`src/rtl/irda_codec_pkg.sv`:
```
package irda_codec_pkg;
  typedef enum logic [1:0] {
    MODE_NRZ  = 2'd0,
    MODE_SHRT = 2'd1,
    MODE_QRTR = 2'd2
  } line_mode_e;

  localparam int BIT_EN    = 0;
  localparam int BIT_SHRT  = 1;
  localparam int BIT_QRTR  = 3;
  localparam int BIT_RXINV = 4;
  localparam int BIT_TXINV = 5;

  localparam logic [7:0] CFG_KEEP = 8'b0011_1011;

  typedef struct packed {
    line_mode_e mode;
    logic       tx_inv;
    logic       rx_inv;
  } codec_cfg_t;
endpackage

```
`src/rtl/irda_cfg_reg.sv`:
```
module irda_cfg_reg
  import irda_codec_pkg::*;
(
  input  logic       clk,
  input  logic       rst_n,
  input  logic       we,
  input  logic [7:0] wdata,
  output logic [7:0] rdata,
  output codec_cfg_t cfg
);
  logic [7:0] cfg_q;

  always_ff @(posedge clk or negedge rst_n) begin
    if (!rst_n)  cfg_q <= '0;
    else if (we) cfg_q <= wdata & CFG_KEEP;
  end

  assign rdata = cfg_q;

  always_comb begin
    cfg.tx_inv = cfg_q[BIT_TXINV];
    cfg.rx_inv = cfg_q[BIT_RXINV];
    if (!cfg_q[BIT_EN])        cfg.mode = MODE_NRZ;
    else if (cfg_q[BIT_QRTR])  cfg.mode = MODE_QRTR;
    else if (cfg_q[BIT_SHRT])  cfg.mode = MODE_SHRT;
    else                       cfg.mode = MODE_NRZ;
  end
endmodule

```
`src/rtl/irda_tx_shaper.sv`:
```
module irda_tx_shaper
  import irda_codec_pkg::*;
#(
  parameter int OVS        = 16,
  parameter int SHRT_TICKS = 3,
  parameter int QRTR_TICKS = 4
) (
  input  logic       clk,
  input  logic       rst_n,
  input  logic       tick,
  input  line_mode_e mode,
  input  logic       inv,
  input  logic       tx_nrz,
  output logic       tx_pin
);
  localparam int PH_W = $clog2(OVS);
  localparam logic [PH_W-1:0] PH_LAST = PH_W'(OVS - 1);

  logic [PH_W-1:0] phase_q;
  logic            cell_bit_q;
  logic            prev_q;
  logic            start_edge;
  logic [PH_W-1:0] width;
  logic            pulse;

  assign start_edge = prev_q & ~tx_nrz;

  always_ff @(posedge clk or negedge rst_n) begin
    if (!rst_n) begin
      phase_q    <= PH_LAST;
      cell_bit_q <= 1'b1;
      prev_q     <= 1'b1;
    end else if (tick) begin
      prev_q <= tx_nrz;
      if (start_edge) begin
        phase_q    <= '0;
        cell_bit_q <= 1'b0;
      end else if (phase_q == PH_LAST) begin
        phase_q    <= '0;
        cell_bit_q <= tx_nrz;
      end else begin
        phase_q <= phase_q + 1'b1;
      end
    end
  end

  assign width  = (mode == MODE_QRTR) ? PH_W'(QRTR_TICKS) : PH_W'(SHRT_TICKS);
  assign pulse  = ~cell_bit_q & (phase_q < width);
  assign tx_pin = ((mode == MODE_NRZ) ? tx_nrz : pulse) ^ inv;
endmodule

```
`src/rtl/irda_rx_recover.sv`:
```
module irda_rx_recover
  import irda_codec_pkg::*;
#(
  parameter int OVS         = 16,
  parameter int SYNC_STAGES = 2
) (
  input  logic       clk,
  input  logic       rst_n,
  input  logic       tick,
  input  line_mode_e mode,
  input  logic       inv,
  input  logic       rx_pin,
  output logic       rx_nrz
);
  localparam int HOLD   = OVS + 1;
  localparam int HOLD_W = $clog2(HOLD + 1);

  logic [SYNC_STAGES-1:0] sync_q;
  logic                   line;
  logic                   prev_q;
  logic [HOLD_W-1:0]      hold_q;

  for (genvar s = 0; s < SYNC_STAGES; s++) begin : g_sync
    logic d;
    if (s == 0) begin : g_first
      assign d = rx_pin ^ inv;
    end else begin : g_next
      assign d = sync_q[s-1];
    end
    always_ff @(posedge clk or negedge rst_n) begin
      if (!rst_n) sync_q[s] <= 1'b1;
      else        sync_q[s] <= d;
    end
  end

  assign line = sync_q[SYNC_STAGES-1];

  always_ff @(posedge clk or negedge rst_n) begin
    if (!rst_n) begin
      prev_q <= 1'b1;
      hold_q <= '0;
    end else begin
      prev_q <= line;
      if (mode == MODE_NRZ)            hold_q <= '0;
      else if (line && !prev_q)        hold_q <= HOLD_W'(HOLD);
      else if (tick && hold_q != '0)   hold_q <= hold_q - 1'b1;
    end
  end

  assign rx_nrz = (mode == MODE_NRZ) ? line : (hold_q == '0);
endmodule

```
`src/rtl/irda_pulse_codec.sv`:
```
module irda_pulse_codec
  import irda_codec_pkg::*;
#(
  parameter int OVS         = 16,
  parameter int SHRT_TICKS  = 3,
  parameter int QRTR_TICKS  = 4,
  parameter int SYNC_STAGES = 2
) (
  input  logic       clk,
  input  logic       rst_n,
  input  logic       cfg_we,
  input  logic [7:0] cfg_wdata,
  output logic [7:0] cfg_rdata,
  input  logic       tick16,
  input  logic       tx_nrz,
  output logic       tx_pin,
  input  logic       rx_pin,
  output logic       rx_nrz
);
  codec_cfg_t cfg;

  irda_cfg_reg u_cfg (
    .clk   (clk),
    .rst_n (rst_n),
    .we    (cfg_we),
    .wdata (cfg_wdata),
    .rdata (cfg_rdata),
    .cfg   (cfg)
  );

  irda_tx_shaper #(
    .OVS        (OVS),
    .SHRT_TICKS (SHRT_TICKS),
    .QRTR_TICKS (QRTR_TICKS)
  ) u_tx (
    .clk    (clk),
    .rst_n  (rst_n),
    .tick   (tick16),
    .mode   (cfg.mode),
    .inv    (cfg.tx_inv),
    .tx_nrz (tx_nrz),
    .tx_pin (tx_pin)
  );

  irda_rx_recover #(
    .OVS         (OVS),
    .SYNC_STAGES (SYNC_STAGES)
  ) u_rx (
    .clk    (clk),
    .rst_n  (rst_n),
    .tick   (tick16),
    .mode   (cfg.mode),
    .inv    (cfg.rx_inv),
    .rx_pin (rx_pin),
    .rx_nrz (rx_nrz)
  );
endmodule

```
`config.mk`:
```
export PLATFORM = sky130hd
export DESIGN_NAME = irda_pulse_codec
export DESIGN_NICKNAME = d
export VERILOG_FILES = /design/src/rtl/irda_codec_pkg.sv /design/src/rtl/irda_cfg_reg.sv /design/src/rtl/irda_tx_shaper.sv /design/src/rtl/irda_rx_recover.sv /design/src/rtl/irda_pulse_codec.sv
export SDC_FILE = /design/constraint.sdc
export NUM_CORES = 1
export LEC_CHECK = 0
export BUFFER_PORTS_ARGS = -buffer_cell sky130_fd_sc_hd__buf_2
export CAP_MARGIN = 20
export CORE_ASPECT_RATIO = 1.25
export CORE_MARGIN = 3
export CORE_UTILIZATION = 56
export CTS_CLUSTER_SIZE = 16
export DETAILED_ROUTE_END_ITERATION = 7
export GPL_ROUTABILITY_DRIVEN = 1
export PLACE_DENSITY_LB_ADDON = 0.3
export SLEW_MARGIN = 20
export SYNTH_ARGS = -nofsm -noshare
export SYNTH_HDL_FRONTEND = slang
export SYNTH_HIERARCHICAL = 1
export SYNTH_SLANG_ARGS = --single-unit
```
`constraint.sdc`:
```
create_clock -name clk -period 3.4 [get_ports clk]
set_input_delay 0.51 -clock clk [delete_from_list [all_inputs] [get_ports clk]]
set_output_delay 0.51 -clock clk [all_outputs]
set_load 0.01 [all_outputs]
```
==> impl_metrics.yaml <==
detailed_routing:
  routed_wl_mm: 1.73
  antenna_left: 0
  num_vias: 771
  post_drt_wl_per_cell_um: 13.1
  first_pass_iters: 4
  drt_iter0_markers: 28
  avgViaCountPerCell: 5.84
  drc: 0
grt:
  antenna_found_initial: 0
  grt_pass1_wl_mm: 3.03
  track_usage: 0.175
  grt_max_degree: 20
  grt_remaining_overflow: 0
  grt_pass1_vias: 752
power:
  fin_total_pwr_mw: 0.592
  leakagePower_nw: 0.519
  vdd_ir_drop_max_mv: 0.329
  powerDensity_nw_per_um2: 519
cts:
  cts.path.max_buffers: 2
  cts.reportedPaths.clkPinSlew_ns: 0.10
  clk_latency_ns: 0.29
  cts_max_level: 1
  cts.sinks: 19
  cts_tree: "done"
  cts_resized: 0
  cts_hold_buf: 0
  cts-buffers-inserted: 3
  clockRootBuffer: "clkbuf_4"
  postCtsSetupBuffers: 0
timing:
  rsz0062_at_grt: "false"
  min_period_ns: 2.91
  slew_viol_final: 0
  clock.fmax_ghz: 0.343
  fin_worst_skew_ns: 0.00829
  period_share: 0.857
  tns_ns: 0
  setup_viol: 0
  hold_viol: 0
yosys:
  ys_async_sr_fraction: 1.00
  synth_seq_cells: 19
  synth.area.top_cells: "dfrtp_1, dfstp_2, mux2_2"
  synth_ff_type: "dfrtp_1"
  synth-edff-count: 0
  yosys.cell_types.count: 40
  synth-seq-area-share: 0.468
  synth_area_um2: 1040
  synth_top_area_frac: 0.240
  syn_inst: 97
  syn_avg_cell_area_um2: 10.7
  yosys.area.top_type: "dfrtp_1"
  ys_warn_count: 6
layout:
  syn_to_final_growth_pct: 9.62
  register_area_um2: 487
  nets: 133
  multi_input_area_um2: 502
  mostFrequentLayoutCells: "buf_2, dfrtp_1, dfstp_2, mux2_2, a21oi_1"
  drive_above_1_share: 0.377
  layout_commonest_cell: "buf_2"
  antennaDiodeCount: 0
  fillCellCount: 133
floorplan:
  start_util: 0.627
  die_h_um: 54.2
  core_area_um2: 1660
  rows: 16
  die_x_um: 44.6
  io_pins: 24
  dieArea_um2: 2420
placement:
  globalplace.congestion: 0.720
  dp_hpwl_mm: 1.35
  portBuffers: 17
setup_path:
  crit_buf_inv: 2
  crit_arrival_ns: 2.40
  critPathMaxFanout: 8
  critPathMaxStageDelay_ns: 0.42
  cp.depth: 8
  worst_setup_path_start_kind: "register"
  critPathSlowestCell: "dfrtp_1"
  crit_path_end_kind: "primary output"
  path_cells: "and3b_1, nand2b_1, inv_1, ha_1, o21ai_0, a21oi_1, o311ai_1, buf_2"
  path_class: "reg -> out"
  cpLargestDelayFamily: "compound AO/OA/AOI/OAI gates"
  rrSetupSlack_ns: 1.80
  ff2ff_path_depth: 5
  cp.required_ns: 2.89
run:
  maxCapViolations: 0
worst_hold_path:
  hold_class: "in -> async"
outcome:
  status: "complete, no violations"
synthesized netlist by cell type, drive strengths merged (2+ instances only):
cell and count:
and3 3, a31oi 2, nand2 5, o21ai 5
o31ai 3, nor4b 2, dfstp 9, a21oi 6
ha 4, nor2 3, or4b 2, mux2 6
or3 2, nand2b 5, dfrtp 10, inv 5
buf 5
registers in the layout, summed over array words and instances, names as in the netlist:
register,count
u_cfg/rdata,5
u_rx/hold_q,5
u_tx/phase_q,4
u_rx/g_sync.d,1
u_rx/line,1
u_rx/prev_q,1
u_tx/cell_bit_q,1
u_tx/prev_q,1
cell type report:
cell class | count | share of cell area
multi-input combinational | 69 | 0.440
timing repair buffer | 17 | 0.0746
inverter | 5 | 0.0164
sequential | 19 | 0.427
clock buffer | 4 | 0.0230
tap | 18 | 0.0197
where the power goes:
group | switching (mW) | internal (mW) | total (mW) | leakage (nW)
Sequential | 0.0309 | 0.276 | 0.307 | 0.221
Clock | 0.0625 | 0.0456 | 0.108 | 0.0150
Combinational | 0.0884 | 0.0892 | 0.178 | 0.283
Total | 0.182 | 0.411 | 0.592 | 0.519
per-layer routing:
| layer | share of wire | global-route usage | vias to the layer above |
|---|---|---|---|
| met5 | 0 | 0 | - |
| met4 | 0.0081 | 0.0955 | 0 |
| met2 | 0.52 | 0.275 | 16 |
| met3 | 0.036 | 0.0401 | 2 |
| li1 | - | - | 378 |
| met1 | 0.44 | 0.218 | 375 |
through the flow:
step	cells	instance area, µm²	setup slack [ns]	utilization	hold slack (ns)
final	132	1140	0.485	0.687	0.129
after floorplan	99	1050	1.02	-	0.214
after CTS	132	1140	0.521	0.687	0.141
after global routing	132	1140	0.284	0.687	0.139
after global placement	128	1110	0.924	0.671	0.346
after detailed placement	128	1110	0.871	0.671	0.351
path summary, 6_finish.rpt:
| check | start | end |
|---|---|---|
| min in group clk | rx_pin | u_rx/g_sync[1].d |
| worst max register to register | u_rx/hold_q[0] | u_rx/hold_q[0] |
| worst max-delay path | u_cfg/rdata[3] | tx_pin |
| worst min register to register | u_rx/g_sync[1].d | u_rx/line |
| worst min-delay path | rst_n | u_rx/hold_q[1] |
| max in group asynchronous | rst_n | u_rx/g_sync[1].d |
cell families after synthesis:
| group | after synthesis | share of synthesized area |
|---|---|---|
| buffers and inverters | 11 | 0.0577 |
| xor gates and xnor gates | 1 | 0.00841 |
| adders and majority gates | 4 | 0.0481 |
| AOI/OAI and AO/OA | 25 | 0.162 |
| other | 1 | 0.00360 |
| and+or+nand+nor | 30 | 0.188 |
| DFF | 19 | 0.468 |
| muxes | 6 | 0.0649 |
worst reg2reg max path: stages (launching register included):
cell	delay [ns]
dfrtp_1	0.38
inv_1	0.09
ha_1	0.17
or4b_4	0.50
a21o_2	0.23
a31oi_1	0.15
Note: power is estimated with default switching activity, not from simulation.
